File: src/rtl/eb_pkg.sv
package eb_pkg;
  typedef enum logic [1:0] {OCC_EMPTY = 2'd0, OCC_HALF = 2'd1, OCC_FULL = 2'd2} occ_e;

  typedef struct packed {
    logic wrEn;
    logic wrSlot;
    logic rdSlot;
  } ebStrobe_t;
endpackage

File: src/rtl/eb_datapath.sv
module eb_datapath #(
  parameter int WIDTH = 8
) (
  input  logic              clk,
  input  eb_pkg::ebStrobe_t strobe,
  input  logic [WIDTH-1:0]  inData,
  output logic [WIDTH-1:0]  outData
);
  localparam int SLOTS = 2;

  logic [WIDTH-1:0] slotQ [SLOTS];

  // Slot 0 is the master half, slot 1 the slave half.
  for (genvar s = 0; s < SLOTS; s++) begin : g_slot
    always_ff @(posedge clk) begin
      if (strobe.wrEn && (int'(strobe.wrSlot) == s)) slotQ[s] <= inData;
    end
  end

  assign outData = slotQ[strobe.rdSlot];
endmodule

File: src/rtl/eb_ctrl.sv
module eb_ctrl (
  input  logic              clk,
  input  logic              rst,
  input  logic              inValid,
  input  logic              pop,
  output logic              inStop,
  output logic              headValid,
  output eb_pkg::occ_e      occ,
  output eb_pkg::ebStrobe_t strobe
);
  import eb_pkg::*;

  occ_e occNext;
  logic wrPtr, rdPtr, accept;

  assign inStop    = (occ == OCC_FULL);
  assign headValid = (occ != OCC_EMPTY);
  assign accept    = inValid && !inStop;

  always_comb begin
    occNext = occ;
    unique case (occ)
      OCC_EMPTY: if (accept) occNext = OCC_HALF;
      OCC_HALF: begin
        if (accept && !pop)      occNext = OCC_FULL;
        else if (!accept && pop) occNext = OCC_EMPTY;
      end
      OCC_FULL: if (pop) occNext = OCC_HALF;
      default:  occNext = OCC_EMPTY;
    endcase
  end

  always_ff @(posedge clk) begin
    if (rst) begin
      occ   <= OCC_EMPTY;
      wrPtr <= 1'b0;
      rdPtr <= 1'b0;
    end else begin
      occ <= occNext;
      if (accept) wrPtr <= ~wrPtr;
      if (pop)    rdPtr <= ~rdPtr;
    end
  end

  assign strobe.wrEn   = accept;
  assign strobe.wrSlot = wrPtr;
  assign strobe.rdSlot = rdPtr;
endmodule

File: src/rtl/eb_fork.sv
module eb_fork #(
  parameter int NUM_OUT = 2
) (
  input  logic               clk,
  input  logic               rst,
  input  logic               headValid,
  input  logic [NUM_OUT-1:0] outStop,
  output logic [NUM_OUT-1:0] outValid,
  output logic               pop
);
  logic [NUM_OUT-1:0] doneQ, xfer;

  assign pop = headValid && (&(doneQ | xfer));

  for (genvar k = 0; k < NUM_OUT; k++) begin : g_branch
    assign outValid[k] = headValid && !doneQ[k];
    assign xfer[k]     = outValid[k] && !outStop[k];
    always_ff @(posedge clk) begin
      if (rst || pop) doneQ[k] <= 1'b0;
      else if (xfer[k]) doneQ[k] <= 1'b1;
    end
  end
endmodule

File: src/rtl/elastic_buffer.sv
module elastic_buffer #(
  parameter int WIDTH   = 8,
  parameter int NUM_OUT = 2
) (
  input  logic               clk,
  input  logic               rst,
  input  logic               inValid,
  output logic               inStop,
  input  logic [WIDTH-1:0]   inData,
  output logic [NUM_OUT-1:0] outValid,
  input  logic [NUM_OUT-1:0] outStop,
  output logic [WIDTH-1:0]   outData
);
  eb_pkg::ebStrobe_t strobe;
  eb_pkg::occ_e      occ;
  logic              headValid, pop;

  eb_ctrl u_ctrl (
    .clk(clk), .rst(rst), .inValid(inValid), .pop(pop),
    .inStop(inStop), .headValid(headValid), .occ(occ), .strobe(strobe)
  );

  eb_fork #(.NUM_OUT(NUM_OUT)) u_fork (
    .clk(clk), .rst(rst), .headValid(headValid), .outStop(outStop),
    .outValid(outValid), .pop(pop)
  );

  eb_datapath #(.WIDTH(WIDTH)) u_dp (
    .clk(clk), .strobe(strobe), .inData(inData), .outData(outData)
  );
endmodule

File: config.mk
export PLATFORM = sky130hd
export DESIGN_NAME = elastic_buffer
export DESIGN_NICKNAME = d
export VERILOG_FILES = /design/src/rtl/eb_pkg.sv /design/src/rtl/eb_datapath.sv /design/src/rtl/eb_ctrl.sv /design/src/rtl/eb_fork.sv /design/src/rtl/elastic_buffer.sv
export SDC_FILE = /design/constraint.sdc
export NUM_CORES = 1
export LEC_CHECK = 0
export ABC_AREA = 1
export ABC_CLOCK_PERIOD_IN_PS = 2400
export BUFFER_PORTS_ARGS = -buffer_cell sky130_fd_sc_hd__buf_2
export CORE_MARGIN = 1.5
export CORE_UTILIZATION = 50
export DETAILED_ROUTE_END_ITERATION = 10
export PLACE_DENSITY = 0.76
export SETUP_SLACK_MARGIN = 0.1
export SLEW_MARGIN = 40
export SYNTH_ARGS = -nofsm -noshare
export SYNTH_HDL_FRONTEND = slang
export SYNTH_SLANG_ARGS = --single-unit
File: constraint.sdc
create_clock -name clk -period 2.4 [get_ports clk]
set_clock_uncertainty 0.2 [all_clocks]
set_input_delay 0.24 -clock clk [delete_from_list [all_inputs] [get_ports clk]]
set_output_delay 0.24 -clock clk [all_outputs]
set_load 0.1 [all_outputs]
==> out/metrics.cfg, run 1 <==
[grt]
grt_pass1_wl_um = 2410
globalRouteTotalUtil_pct = 16.8
grt_pass1_vias = 620
antenna_found_initial = 0
grt-ovfl-total = 0
grt_max_degree = 14

[clock_tree]
cts-htree-levels = 1
insertion_delay_ns = 0.30
clock_path_buffers = 2
cts_buffers = 3
clkSinkCount = 23
cts_setup_buffers = 0
clockRootBuffer = clkbuf_4
path_clk_slew_ns = 0.12
cts_tree = yes

[critical_path]
cp.required_ns = 1.96
crit_path_top_delay_cell = dfxtp_1
r2r-end = u_ctrl.occ[0]
arrival_ns = 1.54
crit_fanout = 8
start_kind = flip-flop
criticalPathCategory = flip-flop to primary output
r2r_cells = 9
cp_slowest_stage_delay_ns = 0.56
path_cells = mux2_2 -> buf_2
rr_startpoint = u_ctrl.occ[0]
end_kind = primary output
rrSetupSlack_ns = 0.51

[yosys]
syn_area_per_cell_um2 = 13.0
synthXorXnorAreaFrac_pct = 0
yosysSeqAreaShare_pct = 66.2
synth_top_family_by_area = simple AND/OR/NAND/NOR gates
synth_cell_types = 19
postSynthCellCount = 72
ys_seq_elements = 23
muxShareOfSynthArea_pct = 9.61
yosys.area_share.adder_pct = 1.34
syn_area_um2 = 937
ys_warn_count = 0
synthSimpleGateAreaFrac_pct = 12.4
syn_nets = 86
synth_compound_area_share_pct = 5.87

[place]
io_buffers = 23
dpl.hpwl_um = 1110
dp_slack_ns = 0.532
gp_congestion = 0.761

[route]
post_drt_via_cell_ratio = 4.95
drt_iter0_drc = 12
drt-wirelength-per-cell_um = 11.9
drc = 0
dr.pass1.iters = 4
postRouteAntennaNets = 0
vias = 658
routed_wl_um = 1580

[cells_and_area]
num-nets-final = 123
multi_input_area_um2 = 279
diodes = 0
drive_gt1_share_pct = 41.7
fill_cells = 136
seq_area_um2 = 621
syn2layout_area_growth_pct = 29.0

[status]
status = finished, final reports clean

[floorplanning]
core_area_um2 = 1750
io_pins = 24
die_area_um2 = 2140
rows = 15
die_w_um = 46.3
start_util_pct = 53.7
die_h_um = 46.3

[timing]
setup_viol = 0
drv_slew = 0
tns_ns = 0
timing.final.crit_period_ns = 1.98
fin_crit_sh_pct = 82.5
finalHoldViolCount = 0
max-slew-margin-rel_pct = 67.0
worst_slack_ns = 0.420
worstMarginPinSlew_ns = 0.494
grt_setup_unrepaired = no
fmax_mhz = 505

[power_and_ir_drop]
vdd_drop_max_v = 0.000429
p_leak_uw = 0.000512
powerDensity_nw_per_um2 = 801

[flow_run]
max_cap_violations = 0

[hold_path]
whs_path_depth = 4
hold_start = outStop[0]
hold_class = primary input to flip-flop

-- critical path: cells and delay by family (launching register included) --
kind / cells / cell delay [ns]
buffers and inverters: 1 / 0.29
flip-flops: 1 / 0.56
multiplexers: 1 / 0.38
-- where the power goes --
group          switching, uW  internal (uW)
clock                    110           62.2
combinational            246           74.1
sequential              18.6            457
-- cells by family (layout without fill, tap and decap cells) --
kind of cell	count (synthesis)	after routing
adders and majority gates	1	1
DFF	23	23
buffers and inverters	11	47
muxes	8	8
AOI/OAI and AO/OA	8	8
and+or+nand+nor	21	21
-- registers in the layout, summed over array words and instances, names as in the netlist, named ones only --
register	cells
u_ctrl.occ	2
u_ctrl.rdPtr	1
u_ctrl.wrPtr	1
u_dp.slotQ	16
u_fork.doneQ	2
-- through the flow --
| stage | hold slack [ns] | cell area (um2) | cells | util (%) | power, uW |
|---|---|---|---|---|---|
| after CTS | 0.120 | 1210 | 133 | 69.2 | 976 |
| after detailed placement | 0.234 | 1090 | 120 | 62.5 | 794 |
| final | 0.128 | 1210 | 133 | 69.2 | 968 |
| after global routing | 0.134 | 1210 | 133 | 69.2 | 1010 |
| after floorplan | 0.102 | 942 | 72 | - | 745 |
| after global placement | 0.231 | 1090 | 120 | 62.5 | 788 |
-- routing by layer --
| layer | global-route usage, % | wire length [um] | vias up |
|---|---|---|---|
| li1 | - | - | 320 |
| met1 | 17.2 | 605 | 315 |
| met2 | 30.6 | 873 | 18 |
| met3 | 4.71 | 70 | 5 |
| met4 | 8.57 | 33 | 0 |
| met5 | 0 | 0 | - |
-- cells in the final DEF, fill, tap and decap left out --
master         synthesis  final
buf_2                  1     23
edfxtp_1              16     16
inv_1                 10     10
dlygate4sd3_1          0      9
mux2_2                 8      8
dfxtp_1                7      7
nor2_1                 6      6
nand2_1                4      4
o21ai_0                3      3
a21oi_1                3      3
clkbuf_4               0      3
nor2_2                 3      2
nand2_4                2      2
nand3_1                2      2
nor2_4                 0      1
a21oi_4                1      1
nand2_2                1      1
a21oi_2                1      1
nand3b_1               1      1
and3_2                 1      1
nand4_1                1      1
ha_1                   1      1
clkinv_2               0      1
buf_4                  0      1
-- cell usage after synthesis --
master,n,area (um2)
a21oi_1,3,15.0
a21oi_2,1,8.76
a21oi_4,1,16.3
and3_2,1,7.51
buf_2,1,5.00
dfxtp_1,7,140
edfxtp_1,16,480
ha_1,1,12.5
inv_1,10,37.5
mux2_2,8,90.1
nand2_1,4,15.0
nand2_2,1,6.26
nand2_4,2,22.5
nand3_1,2,10.0
nand3b_1,1,7.51
nand4_1,1,6.26
nor2_1,6,22.5
nor2_2,3,18.8
o21ai_0,3,15.0
-- worst max path at each step --
stage	end	start	slack [ns]
3_5_place_dp	u_ctrl.occ[0]	u_ctrl.occ[0]	0.53
3_3_place_gp	u_ctrl.occ[0]	u_ctrl.occ[0]	0.57
5_1_grt	u_ctrl.occ[0]	u_ctrl.occ[0]	0.34
4_1_cts	outData[6]	flip-flop	0.40
6_report	outData[0]	flip-flop	0.42
2_1_floorplan	outValid[0]	u_ctrl.occ[0]	0.17
-- area by class of cell --
type,instances,area share [%]
Clock inverter,1,0.414
Timing Repair Buffer,33,17.6
Multi-Input combinational cell,38,23.1
Tap cell,25,2.59
Sequential cell,23,51.3
Inverter,10,3.11
Clock buffer,3,1.86
-- timing repair --
action                    CTS  global route
hold buffers                9             0
hold endpoints to repair   20             0
gates resized for setup     0             0
No activity file was read; power rests on OpenSTA's default activity.
==> run 2: changes to the inputs <==
--- a/config.mk
+++ b/config.mk
@@ -6,7 +6,7 @@
 export NUM_CORES = 1
 export LEC_CHECK = 0
 export ABC_AREA = 1
-export ABC_CLOCK_PERIOD_IN_PS = 2400
+export ABC_CLOCK_PERIOD_IN_PS = 2000
 export BUFFER_PORTS_ARGS = -buffer_cell sky130_fd_sc_hd__buf_2
 export CORE_MARGIN = 1.5
 export CORE_UTILIZATION = 50
==> constraint.sdc (replaced) <==
create_clock -name clk -period 2 [get_ports clk]
set_clock_uncertainty 0.2 [all_clocks]
set_input_delay 0.2 -clock clk [delete_from_list [all_inputs] [get_ports clk]]
set_output_delay 0.2 -clock clk [all_outputs]
set_load 0.1 [all_outputs]
==> run 2 against run 1 <==
Clock-buffer cell count is the same. Critical endpoint is now outData[5]. Wire length decreased by 4.0%. Non-clock buffer count is 2 higher. Sequential power rose by 21%. Register-to-register slack lost 0.26 ns.
==> out/metrics.cfg, run 2 (synthesis results as in run 1) <==
[status]
status = finished, final reports clean

[place]
gp_congestion = 0.813  ; +6.8%
place_area_um2 = 1110  ; +1.4%
io_buffers = 23  ; unchanged
dpl.hpwl_um = 1050  ; -5.3%

[hold_path]
min_to = u_ctrl.rdPtr
hold_class = primary input to flip-flop
whs_path_depth = 4  ; unchanged
hold_start = outStop[0]

[route]
vias = 643  ; -2.3%
top_layer = met4
dr_wl_met2_um = 844  ; -3.3%
postRouteAntennaNets = 0  ; unchanged
drc = 0  ; unchanged
met3_length_um = 45  ; -36%
drt-wirelength-per-cell_um = 11.2  ; -5.5%
m1WireLength_um = 613  ; +1.3%
drt_iter0_drc = 4  ; -8
routed_wl_um = 1520  ; -4.0%
post_drt_via_cell_ratio = 4.76  ; -3.7%
dr.pass1.iters = 4  ; unchanged

[floorplanning]
die_w_um = 46.3  ; unchanged
core_area_um2 = 1750  ; unchanged
rows = 15  ; unchanged
start_util_pct = 53.7  ; unchanged
die_area_um2 = 2140  ; unchanged
io_pins = 24  ; unchanged
die_h_um = 46.3  ; unchanged

[clock_tree]
cts_buffers = 3  ; unchanged
clockRootBuffer = clkbuf_4
cts_tree = yes
path_clk_slew_ns = 0.11  ; about the same
insertion_delay_ns = 0.30  ; about the same
clock_path_buffers = 2  ; unchanged
cts-htree-levels = 1  ; unchanged
clkSinkCount = 23  ; unchanged

[cells_and_area]
fill_cells = 137  ; +0.74%
syn2layout_area_growth_pct = 31.1
drive_gt1_share_pct = 44.5  ; +2.9 points
fin_area_um2 = 1230  ; +1.7%
num-nets-final = 125  ; +1.6%
diodes = 0  ; unchanged
largest_reg_flops = 16  ; unchanged
final_cell_mix = buf_2 (23), edfxtp_1 (16), inv_1 (10)
fin_util_pct = 70.4  ; +1.1 points
regMostFlops = u_dp.slotQ
largestRegisters = u_dp.slotQ x16, u_ctrl.occ x2, u_fork.doneQ x2
layout_commonest_cell = buf_2

[critical_path]
r2r-end = u_ctrl.occ[0]
arrival_ns = 1.41  ; -0.13 ns
cp.required_ns = 1.60  ; -0.36 ns
rr_startpoint = u_ctrl.occ[0]
end_kind = primary output
rrSetupSlack_ns = 0.25  ; -0.26 ns
r2r_cells = 9  ; unchanged
crit_fanout = 8  ; unchanged
criticalPathCategory = flip-flop to primary output
start_kind = flip-flop

[timing]
holdWs_ns = 0.0911  ; -0.0373 ns
grt_setup_unrepaired = no
setup_viol = 0  ; unchanged
max-slew-margin-rel_pct = 67.5  ; +0.48 points
drv_slew = 0  ; unchanged
fin_crit_sh_pct = 90.5
worstMarginPinSlew_ns = 0.491  ; -0.00324 ns
finalHoldViolCount = 0  ; unchanged
tns_ns = 0  ; unchanged
timing.final.crit_period_ns = 1.81
fmax_mhz = 552

[grt]
grt_pass1_wl_um = 2410  ; unchanged
antenna_found_initial = 0  ; unchanged
grt_pass1_vias = 620  ; unchanged
grt_max_degree = 14  ; unchanged
globalRouteTotalUtil_pct = 17.1  ; +0.27 points
grt-ovfl-total = 0  ; unchanged

[power_and_ir_drop]
vdd_drop_max_v = 0.000525  ; +22%
p_leak_uw = 0.000524  ; +2.2%
powerDensity_nw_per_um2 = 947  ; +18%

[flow_run]
max_cap_violations = 0  ; unchanged

[run 2: where the power goes]
part / switching [uW] / internal, uW
clock: 128 / 74.6
combinational: 294 / 93.2
sequential: 23.5 / 550
total: 445 / 718
[run 2: metal layers]
layer	vias up	global-route usage, %
met5	-	0
met4	0	10.3
met1	302	17.8
li1	327	-
met2	12	30.0
met3	2	4.71
[run 2: through the flow]
step | power, uW | worst slack [ns] | cells
floorplan | 894 | -0.187 | 72
global placement | 950 | 0.199 | 122
detailed placement | 955 | 0.157 | 122
CTS | 1170 | 0.118 | 135
global route | 1210 | 0.117 | 135
finish | 1160 | 0.189 | 135
[run 2: cell type report]
type | instances | area (um2) | area share [%]
clock inverter | 1 | 5.00 | 0.407
multi-input combinational | 38 | 279 | 22.7
sequential | 23 | 626 | 50.9
clock buffer | 3 | 22.5 | 1.83
timing repair buffer | 35 | 228 | 18.5
inverter | 10 | 37.5 | 3.05
tap | 25 | 31.3 | 2.55
[run 2: worst max-delay path: stages (launching register included)]
cell     delay, ns
dfxtp_2       0.46
mux2_2        0.36
buf_2         0.29
[run 2: worst max path at each step]
| stage | startpoint | endpoint | cells after the start |
|---|---|---|---|
| floorplan | u_ctrl.occ[0] | outValid[0] | 2 |
| global placement | u_ctrl.occ[0] | u_ctrl.occ[0] | 9 |
| detailed placement | u_ctrl.occ[0] | u_ctrl.occ[0] | 9 |
| CTS | u_ctrl.occ[0] | u_ctrl.occ[0] | 9 |
| global route | flip-flop | outData[0] | 2 |
| finish | flip-flop | outData[5] | 2 |
[run 2: repair_timing]
item | in CTS | in global routing
endpoints found under the setup margin | 8 | 3
resized for setup | 1 | 3
hold buffers | 9 | 0
pin swaps | 0 | 1
hold endpoints to repair | 20 | 0
buffers inserted | 0 | 0
==> run 3: changes to the inputs <==
--- a/config.mk
+++ b/config.mk
@@ -8,11 +8,11 @@
 export ABC_AREA = 1
 export ABC_CLOCK_PERIOD_IN_PS = 2000
 export BUFFER_PORTS_ARGS = -buffer_cell sky130_fd_sc_hd__buf_2
+export CORE_ASPECT_RATIO = 1.75
 export CORE_MARGIN = 1.5
-export CORE_UTILIZATION = 50
+export CORE_UTILIZATION = 25
 export DETAILED_ROUTE_END_ITERATION = 10
-export PLACE_DENSITY = 0.76
-export SETUP_SLACK_MARGIN = 0.1
+export SETUP_SLACK_MARGIN = 0.4
 export SLEW_MARGIN = 40
 export SYNTH_ARGS = -nofsm -noshare
 export SYNTH_HDL_FRONTEND = slang
==> run 3 against run 2 <==
Die area rose by 93%. Core utilization shrank 28 points. Global-route usage is 7.7 points lower. Critical path depth unchanged. Worst setup slack better by 0.20 ns. Flip-flop and latch count is the same. Hold slack better by 0.095 ns. Via count rose by 4.0%. Highest routed layer unchanged.
==> out/metrics.cfg, run 3 (synthesis results as in run 1) <==
[clock_tree]
clkSinkCount = 23  ; unchanged
clockRootBuffer = clkbuf_8
cts_buffers = 3  ; unchanged
clock_path_buffers = 2  ; unchanged
insertion_delay_ns = 0.26  ; -0.04 ns
cts_tree = yes
path_clk_slew_ns = 0.08  ; -0.03 ns
cts-htree-levels = 1  ; unchanged

[floorplanning]
die_h_um = 84.0  ; +81%
die_w_um = 49.3  ; +6.4%
rows = 29  ; +14
die_area_um2 = 4140  ; +93%
start_util_pct = 26.1  ; -28 points
io_pins = 24  ; unchanged
core_area_um2 = 3590  ; +110%

[critical_path]
start_kind = flip-flop
end_kind = primary output
arrival_ns = 1.21  ; -0.20 ns
crit_fanout = 8  ; unchanged
cp_slowest_stage_delay_ns = 0.45  ; about the same
crit_path_top_delay_cell = dfxtp_4
path_cells = mux2_4 -> buf_8
cp.required_ns = 1.60  ; about the same
criticalPathCategory = flip-flop to primary output

[grt]
grt-ovfl-total = 0  ; unchanged
grt_pass1_wl_um = 3020  ; +25%
grt_max_degree = 14  ; unchanged
antenna_found_initial = 0  ; unchanged
grt_pass1_vias = 718  ; +16%
globalRouteTotalUtil_pct = 9.41  ; -7.7 points

[place]
dpl.hpwl_um = 1260  ; +20%
place_area_um2 = 1150  ; +4.1%
io_buffers = 23  ; unchanged
dp_cells = 140  ; +15%
gp_congestion = 0.853  ; +4.9%

[route]
drc = 0  ; unchanged
dr.pass1.iters = 4  ; unchanged
postRouteAntennaNets = 0  ; unchanged
routed_wl_um = 1840  ; +21%
post_drt_via_cell_ratio = 4.13  ; -13%
drt-wirelength-per-cell_um = 11.4  ; +1.0%
drt_iter0_drc = 7  ; +3
vias = 669  ; +4.0%

[status]
status = finished, final reports clean

[timing]
fmax_mhz = 620  ; +12%
timing.final.crit_period_ns = 1.61  ; -0.199 ns
fin_crit_sh_pct = 80.6  ; -9.9 points
drv_slew = 0  ; unchanged
finalHoldViolCount = 0  ; unchanged
tns_ns = 0  ; unchanged
worstMarginPinSlew_ns = 0.279  ; -0.212 ns
max-slew-margin-rel_pct = 81.6  ; +14 points
setup_viol = 0  ; unchanged
holdWs_ns = 0.186  ; +0.0948 ns
grt_setup_unrepaired = yes

[cells_and_area]
drive_gt1_share_pct = 57.8  ; +13 points
fin_area_um2 = 1520  ; +24%
diodes = 0  ; unchanged
regMostFlops = u_dp.slotQ
num-nets-final = 131  ; +4.8%
largestRegisters = u_dp.slotQ x16, u_ctrl.occ x2, u_fork.doneQ x2
fill_cells = 319  ; +130%
fin_util_pct = 42.4  ; -28 points
layout_commonest_cell = edfxtp_1
largest_reg_flops = 16  ; unchanged
fin_cells = 162  ; +20%
syn2layout_area_growth_pct = 62.6
final_cell_mix = edfxtp_1 (16), buf_2 (12), buf_4 (11)

[power_and_ir_drop]
powerDensity_nw_per_um2 = 911  ; -3.8%
p_leak_uw = 0.000630  ; +20%
p_switching_uw = 500  ; +12%
cell_internal_pwr_uw = 888  ; +24%
sw_frac_of_total_pct = 36.0  ; -2.2 points
comb_power_share_pct = 38.4  ; +5.1 points
p_clk_share_pct = 19.6  ; +2.2 points
vdd_drop_max_v = 0.000611  ; +16%
seqPwrFrac_pct = 42.1  ; -7.2 points

[flow_run]
max_cap_violations = 0  ; unchanged

[hold_path]
hold_class = primary input to flip-flop

## run 3: cell types whose count changed in the layout (fill, tap and decap cells not counted), sizes merged
cell / change
buf: +6
## run 3: per-stage QoR
step                setup slack [ns]  power, uW
global placement               0.202        968
floorplan                    0.00709        917
CTS                            0.360       1330
finish                         0.388       1390
global route                   0.295       1440
detailed placement            0.0917        977
## run 3: timing repair
action | CTS | global route
resized for setup | 28 | 22
pin swaps | 7 | 4
hold endpoints to repair | 20 | 0
setup endpoints to repair | 13 | 10
setup buffers | 5 | 4
hold buffers | 9 | 0
## run 3: power by group through the flow
stage	logic (uW)	registers, uW	clock network [uW]
CTS	469	579	281
global route	557	589	292
global placement	383	585	0
detailed placement	390	587	0
floorplan	339	579	0
finish	532	584	272
## run 3: layer usage
| metal | vias up | wire length (um) | GRT usage [%] |
|---|---|---|---|
| met1 | 312 | 625 | 9.21 |
| met4 | 0 | 42 | 5.97 |
| met3 | 4 | 66 | 1.08 |
| met2 | 20 | 1110 | 17.8 |
| met5 | - | 0 | 0 |
| li1 | 333 | - | - |
## run 3: area by class of cell
class / instances / area [um2] / area share (%)
Sequential cell: 23 / 633 / 41.5
Timing Repair Buffer: 41 / 374 / 24.5
Multi-Input combinational cell: 38 / 373 / 24.5
Tap cell: 46 / 57.6 / 3.78
Clock buffer: 3 / 41.3 / 2.71
Inverter: 10 / 40.0 / 2.63
Clock inverter: 1 / 5.00 / 0.328
## run 3: critical path, delay by kind of cell (launching register included)
kind	cells	cell delay, ns
buffers and inverters	1	0.18
muxes	1	0.33
DFF	1	0.45
## run 3: final timing paths
check | startpoint | endpoint | slack, ns | depth (start not counted)
worst min register to register | u_ctrl.rdPtr | flip-flop | 0.28 | 2
worst max-delay path | flip-flop | outData[5] | 0.39 | 2
worst min-delay path | outStop[0] | u_fork.doneQ[0] | 0.19 | 3
worst max register to register | u_ctrl.occ[1] | u_ctrl.occ[0] | 0.39 | 9
